File: config.mk
export PLATFORM = sky130hd
export DESIGN_NAME = sram_async_ctrl
export DESIGN_NICKNAME = d
export VERILOG_FILES = /design/src/rtl/sram_ctrl_pkg.sv /design/src/rtl/sram_cycle_cnt.sv /design/src/rtl/sram_seq_fsm.sv /design/src/rtl/sram_data_path.sv /design/src/rtl/sram_async_ctrl.sv
export SDC_FILE = /design/constraint.sdc
export NUM_CORES = 1
export LEC_CHECK = 0
export BUFFER_PORTS_ARGS = -buffer_cell sky130_fd_sc_hd__buf_2
export CORE_MARGIN = 2
export CORE_UTILIZATION = 41
export DETAILED_ROUTE_END_ITERATION = 16
export PLACE_DENSITY = 0.73
export SLEW_MARGIN = 20
export SYNTH_ARGS = -nofsm -noshare
export SYNTH_HDL_FRONTEND = slang
export SYNTH_SLANG_ARGS = --single-unit
export TNS_END_PERCENT = 50
File: constraint.sdc
create_clock -name clk -period 1.78 [get_ports clk]
set_clock_uncertainty 0.15 [all_clocks]
set_input_delay 0.178 -clock clk [delete_from_list [all_inputs] [get_ports clk]]
set_output_delay 0.178 -clock clk [all_outputs]
set_load 0.02 [all_outputs]
File: src/rtl/sram_ctrl_pkg.sv
package sram_ctrl_pkg;

  typedef enum logic [2:0] {
    ST_IDLE   = 3'd0,
    ST_WSETUP = 3'd1,
    ST_WPULSE = 3'd2,
    ST_WEND   = 3'd3,
    ST_RACC   = 3'd4
  } seq_state_e;

  // Whole clock cycles covering an interval, at least one.
  function automatic int unsigned cycles_for(input int unsigned t_ps,
                                             input int unsigned clk_ps);
    int unsigned c;
    c = (t_ps + clk_ps - 1) / clk_ps;
    return (c == 0) ? 1 : c;
  endfunction

  function automatic int unsigned max2(input int unsigned a, input int unsigned b);
    return (a > b) ? a : b;
  endfunction

endpackage

File: src/rtl/sram_cycle_cnt.sv
module sram_cycle_cnt #(
  parameter int unsigned CNT_W = 1
) (
  input  logic             clk,
  input  logic             rst_n,
  input  logic             load_i,
  input  logic [CNT_W-1:0] load_val_i,
  output logic             zero_o
);

  logic [CNT_W-1:0] cnt_q, cnt_d;

  always_comb begin
    cnt_d = cnt_q;
    if (load_i) begin
      cnt_d = load_val_i;
    end else if (cnt_q != '0) begin
      cnt_d = cnt_q - 1'b1;
    end
  end

  always_ff @(posedge clk or negedge rst_n) begin
    if (!rst_n) begin
      cnt_q <= '0;
    end else begin
      cnt_q <= cnt_d;
    end
  end

  assign zero_o = (cnt_q == '0);

endmodule

File: src/rtl/sram_seq_fsm.sv
module sram_seq_fsm
  import sram_ctrl_pkg::*;
#(
  parameter int unsigned WE_CYC = 2,
  parameter int unsigned RD_CYC = 2,
  parameter int unsigned CNT_W  = 1
) (
  input  logic             clk,
  input  logic             rst_n,
  input  logic             req_i,
  input  logic             wr_i,
  input  logic             cnt_zero_i,
  output logic             cnt_load_o,
  output logic [CNT_W-1:0] cnt_val_o,
  output logic             accept_o,
  output logic             capture_o,
  output logic             ce_n_o,
  output logic             we_n_o,
  output logic             oe_n_o,
  output logic             drv_en_o,
  output logic             ready_o
);

  localparam logic [CNT_W-1:0] WE_LD = CNT_W'(WE_CYC - 1);
  localparam logic [CNT_W-1:0] RD_LD = CNT_W'(RD_CYC - 1);

  seq_state_e state_q, state_d;
  logic ce_n_d, we_n_d, oe_n_d, drv_d, ready_d;

  // Next-state logic
  always_comb begin
    state_d    = state_q;
    cnt_load_o = 1'b0;
    cnt_val_o  = '0;
    unique case (state_q)
      ST_IDLE: begin
        if (req_i) begin
          if (wr_i) begin
            state_d = ST_WSETUP;
          end else begin
            state_d    = ST_RACC;
            cnt_load_o = 1'b1;
            cnt_val_o  = RD_LD;
          end
        end
      end
      ST_WSETUP: begin
        state_d    = ST_WPULSE;
        cnt_load_o = 1'b1;
        cnt_val_o  = WE_LD;
      end
      ST_WPULSE: if (cnt_zero_i) state_d = ST_WEND;
      ST_WEND:   state_d = ST_IDLE;
      ST_RACC:   if (cnt_zero_i) state_d = ST_IDLE;
      default:   state_d = ST_IDLE;
    endcase
  end

  // Strobes decoded from the next state so that every pin comes from a flop
  always_comb begin
    ce_n_d  = (state_d == ST_IDLE);
    we_n_d  = (state_d != ST_WPULSE);
    oe_n_d  = (state_d != ST_RACC);
    drv_d   = (state_d == ST_WPULSE) || (state_d == ST_WEND);
    ready_d = (state_d == ST_IDLE);
  end

  always_ff @(posedge clk or negedge rst_n) begin
    if (!rst_n) begin
      state_q  <= ST_IDLE;
      ce_n_o   <= 1'b1;
      we_n_o   <= 1'b1;
      oe_n_o   <= 1'b1;
      drv_en_o <= 1'b0;
      ready_o  <= 1'b1;
    end else begin
      state_q  <= state_d;
      ce_n_o   <= ce_n_d;
      we_n_o   <= we_n_d;
      oe_n_o   <= oe_n_d;
      drv_en_o <= drv_d;
      ready_o  <= ready_d;
    end
  end

  assign accept_o  = (state_q == ST_IDLE) && req_i;
  assign capture_o = (state_q == ST_RACC) && cnt_zero_i;

  p_drv_no_oe_r5: assert property (@(posedge clk) disable iff (!rst_n)
    drv_en_o |-> oe_n_o);
  p_drv_rise_r5: assert property (@(posedge clk) disable iff (!rst_n)
    $rose(drv_en_o) |-> $past(oe_n_o));
  p_we_needs_ce_r3: assert property (@(posedge clk) disable iff (!rst_n)
    !we_n_o |-> !ce_n_o);
  p_idle_standby_r2: assert property (@(posedge clk) disable iff (!rst_n)
    ready_o |-> (ce_n_o && we_n_o && oe_n_o && !drv_en_o));
  p_read_strobes_r6: assert property (@(posedge clk) disable iff (!rst_n)
    !oe_n_o |-> (we_n_o && !ce_n_o));

endmodule

File: src/rtl/sram_data_path.sv
module sram_data_path #(
  parameter int unsigned ADDR_W = 14,
  parameter int unsigned DATA_W = 4
) (
  input  logic              clk,
  input  logic              rst_n,
  input  logic              accept_i,
  input  logic              capture_i,
  input  logic [ADDR_W-1:0] host_addr_i,
  input  logic [DATA_W-1:0] host_wdata_i,
  input  logic [DATA_W-1:0] mem_din_i,
  output logic [ADDR_W-1:0] mem_addr_o,
  output logic [DATA_W-1:0] mem_dout_o,
  output logic [DATA_W-1:0] rdata_o,
  output logic              rvalid_o
);

  logic [ADDR_W-1:0] addr_d;
  logic [DATA_W-1:0] wdata_d, rdata_d;

  always_comb begin
    addr_d  = accept_i  ? host_addr_i  : mem_addr_o;
    wdata_d = accept_i  ? host_wdata_i : mem_dout_o;
    rdata_d = capture_i ? mem_din_i    : rdata_o;
  end

  always_ff @(posedge clk or negedge rst_n) begin
    if (!rst_n) begin
      mem_addr_o <= '0;
      mem_dout_o <= '0;
      rdata_o    <= '0;
      rvalid_o   <= 1'b0;
    end else begin
      mem_addr_o <= addr_d;
      mem_dout_o <= wdata_d;
      rdata_o    <= rdata_d;
      rvalid_o   <= capture_i;
    end
  end

  p_rvalid_single_r7: assert property (@(posedge clk) disable iff (!rst_n)
    rvalid_o |=> !rvalid_o);

endmodule

File: src/rtl/sram_async_ctrl.sv
module sram_async_ctrl
  import sram_ctrl_pkg::*;
#(
  parameter int unsigned ADDR_W    = 14,
  parameter int unsigned DATA_W    = 4,
  parameter int unsigned CLK_PS    = 10000,
  parameter int unsigned T_PWE_PS  = 12000,
  parameter int unsigned T_SD_PS   = 10000,
  parameter int unsigned T_AW_PS   = 12000,
  parameter int unsigned T_WC_PS   = 15000,
  parameter int unsigned T_AA_PS   = 15000
) (
  input  logic              clk,
  input  logic              rst_n,
  input  logic              req_i,
  input  logic              req_write_i,
  input  logic [ADDR_W-1:0] req_addr_i,
  input  logic [DATA_W-1:0] req_wdata_i,
  output logic              req_ready_o,
  output logic [DATA_W-1:0] rsp_rdata_o,
  output logic              rsp_valid_o,
  output logic              mem_ce_n_o,
  output logic              mem_we_n_o,
  output logic              mem_oe_n_o,
  output logic [ADDR_W-1:0] mem_addr_o,
  output logic [DATA_W-1:0] mem_dq_o,
  output logic              mem_dq_oe_o,
  input  logic [DATA_W-1:0] mem_dq_i
);

  // A write occupies a setup cycle, the pulse, and an end cycle
  localparam int unsigned WC_CYC  = cycles_for(T_WC_PS, CLK_PS);
  localparam int unsigned WC_PULS = (WC_CYC > 3) ? WC_CYC - 2 : 1;
  localparam int unsigned WE_CYC  = max2(max2(cycles_for(T_PWE_PS, CLK_PS),
                                              cycles_for(T_SD_PS, CLK_PS)),
                                         max2(cycles_for(T_AW_PS, CLK_PS), WC_PULS));
  localparam int unsigned RD_CYC  = cycles_for(T_AA_PS, CLK_PS);
  localparam int unsigned CNT_MAX = max2(WE_CYC, RD_CYC);
  localparam int unsigned CNT_W   = (CNT_MAX > 1) ? $clog2(CNT_MAX) : 1;

  logic             cnt_load, cnt_zero, accept, capture;
  logic [CNT_W-1:0] cnt_val;

  sram_cycle_cnt #(.CNT_W(CNT_W)) u_cnt (
    .clk        (clk),
    .rst_n      (rst_n),
    .load_i     (cnt_load),
    .load_val_i (cnt_val),
    .zero_o     (cnt_zero)
  );

  sram_seq_fsm #(
    .WE_CYC (WE_CYC),
    .RD_CYC (RD_CYC),
    .CNT_W  (CNT_W)
  ) u_fsm (
    .clk        (clk),
    .rst_n      (rst_n),
    .req_i      (req_i),
    .wr_i       (req_write_i),
    .cnt_zero_i (cnt_zero),
    .cnt_load_o (cnt_load),
    .cnt_val_o  (cnt_val),
    .accept_o   (accept),
    .capture_o  (capture),
    .ce_n_o     (mem_ce_n_o),
    .we_n_o     (mem_we_n_o),
    .oe_n_o     (mem_oe_n_o),
    .drv_en_o   (mem_dq_oe_o),
    .ready_o    (req_ready_o)
  );

  sram_data_path #(
    .ADDR_W (ADDR_W),
    .DATA_W (DATA_W)
  ) u_dp (
    .clk          (clk),
    .rst_n        (rst_n),
    .accept_i     (accept),
    .capture_i    (capture),
    .host_addr_i  (req_addr_i),
    .host_wdata_i (req_wdata_i),
    .mem_din_i    (mem_dq_i),
    .mem_addr_o   (mem_addr_o),
    .mem_dout_o   (mem_dq_o),
    .rdata_o      (rsp_rdata_o),
    .rvalid_o     (rsp_valid_o)
  );

  p_addr_stable_r3: assert property (@(posedge clk) disable iff (!rst_n)
    (!mem_we_n_o && $past(!mem_we_n_o)) |-> $stable(mem_addr_o));
  p_hold_after_we_r4: assert property (@(posedge clk) disable iff (!rst_n)
    $rose(mem_we_n_o) |-> mem_dq_oe_o);
  p_release_r4: assert property (@(posedge clk) disable iff (!rst_n)
    $fell(mem_dq_oe_o) |-> $past(mem_we_n_o));
  p_no_valid_on_write_r7: assert property (@(posedge clk) disable iff (!rst_n)
    rsp_valid_o |-> mem_we_n_o);

endmodule

# Word level (Yosys, flattened, before mapping)
# Index checks and enable logic that the tools add are counted.
[totals]
wordCells = 34
input_bits = 26
regBits = 31
output_inout_bits = 28
[op_classes]
n_addsub = 1
reduce_logical = 5
n_eq_ne = 7
bitwise_logic = 1
mux = 10
[op_table]
columns = ["cell", "count"]
rows = [
  ["3-bit two-way mux", 4],
  ["3-bit case mux with 4 select lines", 1],
  ["3-bit by 2-bit equality test with 1-bit output (second input constant)", 3],
  ["3-bit logical NOT", 2],
  ["1-bit two-way mux", 4],
  ["3-bit by 1-bit equality test with 1-bit output (second input constant)", 1],
  ["3-bit equality test (second input constant)", 1],
  ["3-bit by 2-bit != test with 1-bit output (second input constant)", 1],
  ["3-bit != test (second input constant)", 1],
  ["1-bit logical AND", 2],
  ["1-bit case mux with 2 select lines", 1],
  ["1-bit logical OR", 1],
  ["1-bit inverter", 1],
  ["1-bit subtractor (second input constant)", 1],
]

# Longest topological paths before layout
# Gate-level depths: netlist of run 1.
[depth]
word_depth = 5
depth_mapped = 3
depth_no_buf = 2

# Cells and area by module
# From an unflattened synthesis of run 1, not the netlist that was laid out.
[unflattened]
cells_unflattened = 86
area_unflattened_um2 = 1336.3
[modules_own_cells]
columns = ["mod", "cells_each", "area_per_inst_um2", "instances", "seq_area_each_um2"]
rows = [
  ["sram_data_path", 47, 892.1, 1, 575.6],
  ["sram_seq_fsm", 36, 409.1, 1, 178.9],
  ["sram_cycle_cnt", 3, 35.0, 1, 25.0],
]

# Worst setup path after synthesis of run 1
# OpenSTA, ideal clock, no wires.
[synth_timing]
kind = "register to register"
start = "register u_fsm.state_q[1]"
end = "register u_dp.mem_addr_o[10]"
t_required_ns = 1.505
setup_time_ns = 0.125
stages_incl_launch_ff = 4
n_path_buf = 1
period_less_slack_ns = 1.734
arrival_ns = 1.459
slack_ns = 0.046
cell_sequence = "dfrtp_1 > nor4b_4 > buf_6 > mux2_2"
[synth_via]
elab_chain_len = 2
[synth_rtl]
columns = ["item", "line", "rtl"]
rows = [
  ["from (decl)", "sram_seq_fsm.sv:27", "seq_state_e state_q, state_d;"],
  ["from (signal assigned)", "sram_seq_fsm.sv:77", "state_q <= state_d;"],
  ["3-bit logical NOT", "sram_seq_fsm.sv:86", "assign accept_o = (state_q == ST_IDLE) && req_i;"],
  ["1-bit logical AND", "sram_seq_fsm.sv:86", ""],
  ["to (signal assigned)", "sram_data_path.sv:34", "mem_addr_o <= addr_d;"],
  ["to (decl)", "sram_data_path.sv:12", "output logic [ADDR_W-1:0] mem_addr_o,"],
]
# No other way between the ends.
# A chain may end at the register's enable or synchronous reset.

# Final worst setup path of run 1
[layout_timing]
start = "register u_fsm.state_q[0]"
end = "register u_dp.mem_addr_o[4]"
# Same word-level chain as after synthesis.

==> flow_metrics.py, run 1 <==
metrics = {
    "route": {
        "route.met2.wl_microns": 1350,
        "dr_wl_met3_microns": 211,
        "totalWireLength_microns": 2630,
        "top_layer": "met4",
        "drc": 0,
        "postRouteAntennaNets": 0,
        "wl_per_cell_microns": 13.3,
        "drtIter0Drc": 43,
        "drt_pass1_iterations": 4,
        "wl_met1_microns": 1040,
        "viasPerCell": 4.75,
        "vias": 941,
    },
    "sta": {
        "finalCriticalPeriod_ns": 1.59,
        "rsz0062_at_grt": "no",
        "tightestPinTransition_ns": 0.672,
        "slew_violations": 0,
        "fin_tns_setup_ns": 0,
        "period_share_pct": 89.6,
        "maxSlewHeadroom_pct": 55.2,
        "max_freq_ghz": 0.627,
        "hold_viol_final": 0,
        "finalSetupViolations": 0,
    },
    "cts": {
        "path_clk_slew_ns": 0.08,
        "cts_buffers": 5,
        "cts-root-buf": "clkbuf_4",
        "clk_path_buf_depth": 2,
        "cts_tree": "done",
        "clk-insertion-delay-late_ns": 0.32,
        "cts_resized": 0,
        "post-cts-setup-buffers": 0,
        "cts_sinks": 31,
        "htreeDepth": 2,
    },
    "floorplanning": {
        "die_y_microns": 59.2,
        "core_sq_um": 2980,
        "rows": 20,
        "num_io_pins": 54,
        "start_util_pct": 42.0,
        "die_w_microns": 59.2,
        "fp.dieArea_sq_um": 3510,
    },
    "yosys": {
        "synth.top_cell.area_share_pct": 56.1,
        "synthArstFlopShare_pct": 100,
        "synth_compound_area_share_pct": 4.50,
        "synth_top_family_by_area": "multiplexers",
        "synth_xor_area_share_pct": 0,
        "synth-simple-area-share_pct": 10.7,
        "ys_warn_count": 0,
        "ys_ff_latch": 31,
        "synth_area_per_cell_sq_um": 15.4,
        "synth_top_cell_by_area": "dfrtp_1",
        "ys.flop_type": "dfrtp_1",
        "synth.area.top_cells": "dfrtp_1 (56%), mux2_2 (20%), dfstp_2 (6.3%)",
        "syn_area_sq_um": 1250,
        "synth_edf_count": 0,
        "netlist_instances": 81,
        "synth_fp_nets": 107,
        "synth_cell_types": 23,
        "synthMuxAreaShare_pct": 19.8,
        "synthAdderAreaFrac_pct": 0,
        "seq_area_frac_synth_pct": 62.4,
    },
    "pwr": {
        "ir_drop_mv": 0.655,
        "p_per_area_nw_per_um2": 1680,
        "p_total_w": 0.00315,
        "cellLeakagePower_nw": 0.877,
    },
    "placement": {
        "place.gp.congestion": 0.802,
        "port_buffers": 53,
        "dp_hpwl_microns": 1660,
    },
    "grt": {
        "grt_pass1_wl_microns": 4140,
        "gr-total-overflow": 0,
        "grt_pass1_vias": 948,
        "antenna_found_initial": 0,
        "grt_usage_pct": 16.6,
        "grt_max_degree": 32,
    },
    "critical_path": {
        "required_ns": 1.84,
        "startpoint_type": "register",
        "critPathTopFamily": "flip-flops",
        "end_kind": "register",
        "cp_max_fo": 18,
        "slowest_stage": "dfrtp_1",
        "critPathMaxStageDelay_ns": 0.45,
        "critPathKind": "reg2reg",
        "path_buf_inv": 1,
        "critical_path_arrival_ns": 1.65,
        "path_cells": "nor4b_4 -> buf_12 -> mux2_2",
    },
    "finish": {
        "fin_util_pct": 63.0,
        "fillerInstances": 238,
        "nNetsFinal": 190,
        "antenna_cells": 0,
        "most-common-layout-cells": "buf_2 (53), dfrtp_1 (28), dlygate4sd3_1 (24)",
        "final_common_cell": "buf_2",
        "area.growth.synth_to_final_pct": 50.1,
        "drive_above_1_share_pct": 57.0,
    },
    "run_status": {
        "status": "finished clean",
    },
    "run": {
        "cap_violations": 0,
    },
    "min_path": {
        "hp-class": "in2reg",
    },
}
what timing repair did:
action	4_1_cts	5_1_grt
endpoints found under the hold margin	51	0
setup endpoints to repair	0	0
hold buffers	24	0
synth_stat cells, types with 2 or more instances:
library cell and instances:
buf_2 2, nand2b_1 3, a211oi_1 2, mux2_2 22, nor2_1 2, dfstp_2 3, nand3b_1 2, a21oi_1 2
nor4b_4 2, dfrtp_1 28
cells by family (layout without fill, tap and decap cells):
group                  after synthesis  in the layout
buffers and inverters                5             89
AND/OR/NAND/NOR                     15             15
flip-flops                          31             31
multiplexers                        22             22
AO/OA/AOI/OAI                        8              8
report_power, final:
group          switching [W]  internal [W]
Sequential          0.000184       0.00105
Combinational       0.000779      0.000681
Clock               0.000218      0.000232
worst paths after layout:
| path | from | slack, ns | end | cells after the start |
|---|---|---|---|---|
| hold reg to reg | u_dp.mem_dout_o[0] | 0.35 | u_dp.mem_dout_o[0] | 1 |
| setup / recovery | u_fsm.state_q[0] | 0.19 | u_dp.mem_addr_o[4] | 3 |
| hold / removal | req_write_i | 0.01 | u_fsm.state_q[0] | 3 |
| min in group asynchronous | rst_n | 0.32 | u_dp.mem_addr_o[0] | 2 |
| setup reg to reg | u_fsm.state_q[0] | 0.19 | u_dp.mem_addr_o[4] | 3 |
| max in group asynchronous | rst_n | 0.73 | u_dp.rdata_o[3] | 2 |
worst reg2reg max path, stage by stage, from the launching register on:
cell and delay, ns:
dfrtp_1 0.45, nor4b_4 0.34, buf_12 0.20, mux2_2 0.35
flip-flops by register name (all words and copies together), names as in the netlist:
register         flops
u_fsm.ce_n_o         1
u_fsm.state_q        3
u_dp.mem_addr_o     14
u_fsm.oe_n_o         1
u_cnt.cnt_q          1
u_fsm.we_n_o         1
u_fsm.drv_en_o       1
u_dp.rdata_o         4
u_dp.rvalid_o        1
u_dp.mem_dout_o      4
stage by stage:
stage | hold WS, ns | area [sq um] | setup WS (ns) | cells
after floorplan | -0.268 | 1250 | 0.0457 | 81
after global placement | 0.0867 | 1570 | 0.221 | 166
after global routing | 0.00756 | 1880 | 0.136 | 198
final | 0.0112 | 1880 | 0.186 | 198
after CTS | 0.00302 | 1880 | 0.175 | 198
after detailed placement | 0.100 | 1570 | 0.180 | 166
cell type report:
type	instances	area, sq um	share of cell area (%)
clock buffer	8	68.8	3.67
multi-input combinational	45	438	23.3
sequential	31	779	41.6
timing repair buffer	81	548	29.2
tap	33	41.3	2.20
routing by layer:
| layer | up-vias | track usage, % |
|---|---|---|
| li1 | 453 | - |
| met1 | 442 | 16.5 |
| met2 | 43 | 30.5 |
| met3 | 3 | 7.21 |
| met4 | 0 | 5.84 |
| met5 | - | 0 |
Power figures use the tool's default switching activity.
==> run 2, diff against run 1 <==
--- a/config.mk
+++ b/config.mk
@@ -6,6 +6,7 @@
 export NUM_CORES = 1
 export LEC_CHECK = 0
 export BUFFER_PORTS_ARGS = -buffer_cell sky130_fd_sc_hd__buf_2
+export CORE_ASPECT_RATIO = 1.5
 export CORE_MARGIN = 2
 export CORE_UTILIZATION = 41
 export DETAILED_ROUTE_END_ITERATION = 16
==> run 2 against run 1 <==
Compared with the run above: flip-flop and latch count unchanged; critical path depth stayed put; die area grew 0.25%; non-clock buffer count decreased by 2; maximum frequency decreased by 2.4%; total power up 1.9%; combinational power is essentially flat; first-iteration DRC count decreased by 74%; global-route usage decreased by 0.30 points; final area did not move; core utilization increased by 1.4 points; largest power group unchanged; highest routed layer unchanged.
==> flow_metrics.py, run 2 (synthesis gave the netlist of run 1 again) <==
metrics = {
    "run_status": {
        "status": "finished clean",
    },
    "route": {
        "wl_per_cell_microns": 12.9,
        "totalWireLength_microns": 2610,
        "drt_pass1_iterations": 4,
        "drtIter0Drc": 11,
        "viasPerCell": 4.72,
        "postRouteAntennaNets": 0,
        "vias": 953,
        "drc": 0,
    },
    "grt": {
        "grt_usage_pct": 16.3,
        "use_met1_pct": 17.1,
        "use_met2_pct": 29.6,
        "antenna_found_initial": 0,
        "grt_max_degree": 32,
        "grt_pass1_vias": 997,
        "gr-total-overflow": 0,
        "grt_pass1_wl_microns": 4380,
        "use_met3_pct": 5.00,
        "grt.busiest_layer": "met2",
    },
    "sta": {
        "tightestPinTransition_ns": 0.655,
        "finalCriticalPeriod_ns": 1.63,
        "hold_viol_final": 0,
        "fin_tns_setup_ns": 0,
        "period_share_pct": 91.8,
        "slew_violations": 0,
        "maxSlewHeadroom_pct": 56.3,
        "rsz0062_at_grt": "no",
        "max_freq_ghz": 0.612,
        "finalSetupViolations": 0,
    },
    "pwr": {
        "p_per_area_nw_per_um2": 1710,
        "p_total_w": 0.00320,
        "ir_drop_mv": 0.982,
        "cellLeakagePower_nw": 0.872,
    },
    "finish": {
        "regMostFlops": "u_dp.mem_addr_o",
        "largest_reg_flops": 14,
        "final_area_sq_um": 1880,
        "area.growth.synth_to_final_pct": 50.1,
        "reg_top3": "u_dp.mem_addr_o (14), u_dp.mem_dout_o (4), u_dp.rdata_o (4)",
        "antenna_cells": 0,
        "drive_above_1_share_pct": 57.1,
        "most-common-layout-cells": "buf_2 (53), dfrtp_1 (28), mux2_2 (22), dlygate4sd3_1 (22), clkbuf_8 (5)",
        "final_common_cell": "buf_2",
        "nNetsFinal": 188,
    },
    "floorplanning": {
        "die_y_microns": 71.6,
        "rows": 24,
        "num_io_pins": 54,
        "die_w_microns": 49.1,
        "fp.dieArea_sq_um": 3520,
        "core_sq_um": 2910,
        "start_util_pct": 42.9,
    },
    "placement": {
        "dpl_cell_area_sq_um": 1570,
        "port_buffers": 53,
        "dp_hpwl_microns": 1800,
        "place.gp.congestion": 0.728,
    },
    "min_path": {
        "min_path_cells": 2,
        "hp-class": "in2reg",
        "hp-start": "req_addr_i[5]",
        "holdPathEnd": "u_dp.mem_addr_o[5]",
    },
    "cts": {
        "post-cts-setup-buffers": 0,
        "clk_path_buf_depth": 2,
        "cts_tree": "done",
        "cts-root-buf": "clkbuf_8",
        "path_clk_slew_ns": 0.06,
        "cts_buffers": 5,
        "cts_sinks": 31,
        "htreeDepth": 2,
        "clk-insertion-delay-late_ns": 0.27,
    },
    "critical_path": {
        "critPathTopFamily": "flip-flops",
        "end_kind": "register",
        "r2r_cells": 3,
        "critPathKind": "reg2reg",
        "startpoint_type": "register",
        "cp_max_fo": 18,
        "slowest_stage": "dfrtp_1",
        "reg2reg_slack_ns": 0.15,
        "required_ns": 1.78,
        "path_buf_inv": 1,
        "critical_path_arrival_ns": 1.64,
        "regToRegEndpoint": "u_dp.mem_addr_o[3]",
        "path_cells": "nor4b_4 -> buf_12 -> mux2_2",
        "reg2reg_from": "u_fsm.state_q[0]",
        "cp-startpoint": "u_fsm.state_q[0]",
        "critPathMaxStageDelay_ns": 0.47,
        "cp.depth": 3,
    },
    "run": {
        "cap_violations": 0,
    },
}
## run 2: worst max path at each step
stage | slack [ns] | endpoint
2_1_floorplan | 0.05 | u_dp.mem_addr_o[10]
3_3_place_gp | 0.20 | u_dp.mem_dout_o[1]
3_5_place_dp | 0.14 | u_dp.mem_addr_o[3]
4_1_cts | 0.13 | u_dp.mem_addr_o[3]
5_1_grt | 0.1 | u_dp.mem_addr_o[2]
6_report | 0.15 | u_dp.mem_addr_o[3]
## run 2: per-stage QoR
stage / worst slack [ns] / hold WS, ns / utilization (%) / std cells
3_5_place_dp: 0.142 / 0.0980 / 54.0 / 172
6_report: 0.147 / 0.00706 / 64.4 / 202
2_1_floorplan: 0.0457 / -0.268 / - / 81
4_1_cts: 0.132 / 0.000736 / 64.4 / 202
3_3_place_gp: 0.195 / 0.0851 / 54.0 / 172
5_1_grt: 0.0952 / 0.00940 / 64.4 / 202
## run 2: layout make-up
cell class,instances,area [sq um]
tap,39,48.8
sequential,31,779
multi-input combinational,45,438
clock inverter,1,5.00
timing repair buffer,79,528
clock buffer,7,76.3
fill,252,1040
## run 2: repair_timing
| action | 4_1_cts | 5_1_grt |
|---|---|---|
| resized for setup | 0 | 0 |
| endpoints found under the hold margin | 49 | 0 |
| hold buffers | 22 | 0 |
## run 2: report_power, final
group	internal, W	switching [W]	leakage, nW
clock network	0.000273	0.000225	0.0422
registers	0.00106	0.000202	0.367
logic	0.000677	0.000771	0.463
total	0.00201	0.00120	0.872
## run 2: worst reg2reg max path, delay by kind of cell (launching register included)
family	cells	cell delay (ns)
and+or+nand+nor	1	0.35
muxes	1	0.35
buffers and inverters	1	0.20
DFF	1	0.47
## run 2: routing by layer
metal	up-vias	share of wire, %
li1	447	-
met1	466	35
met2	31	58
met3	9	4.5
met4	0	2.5
met5	-	0
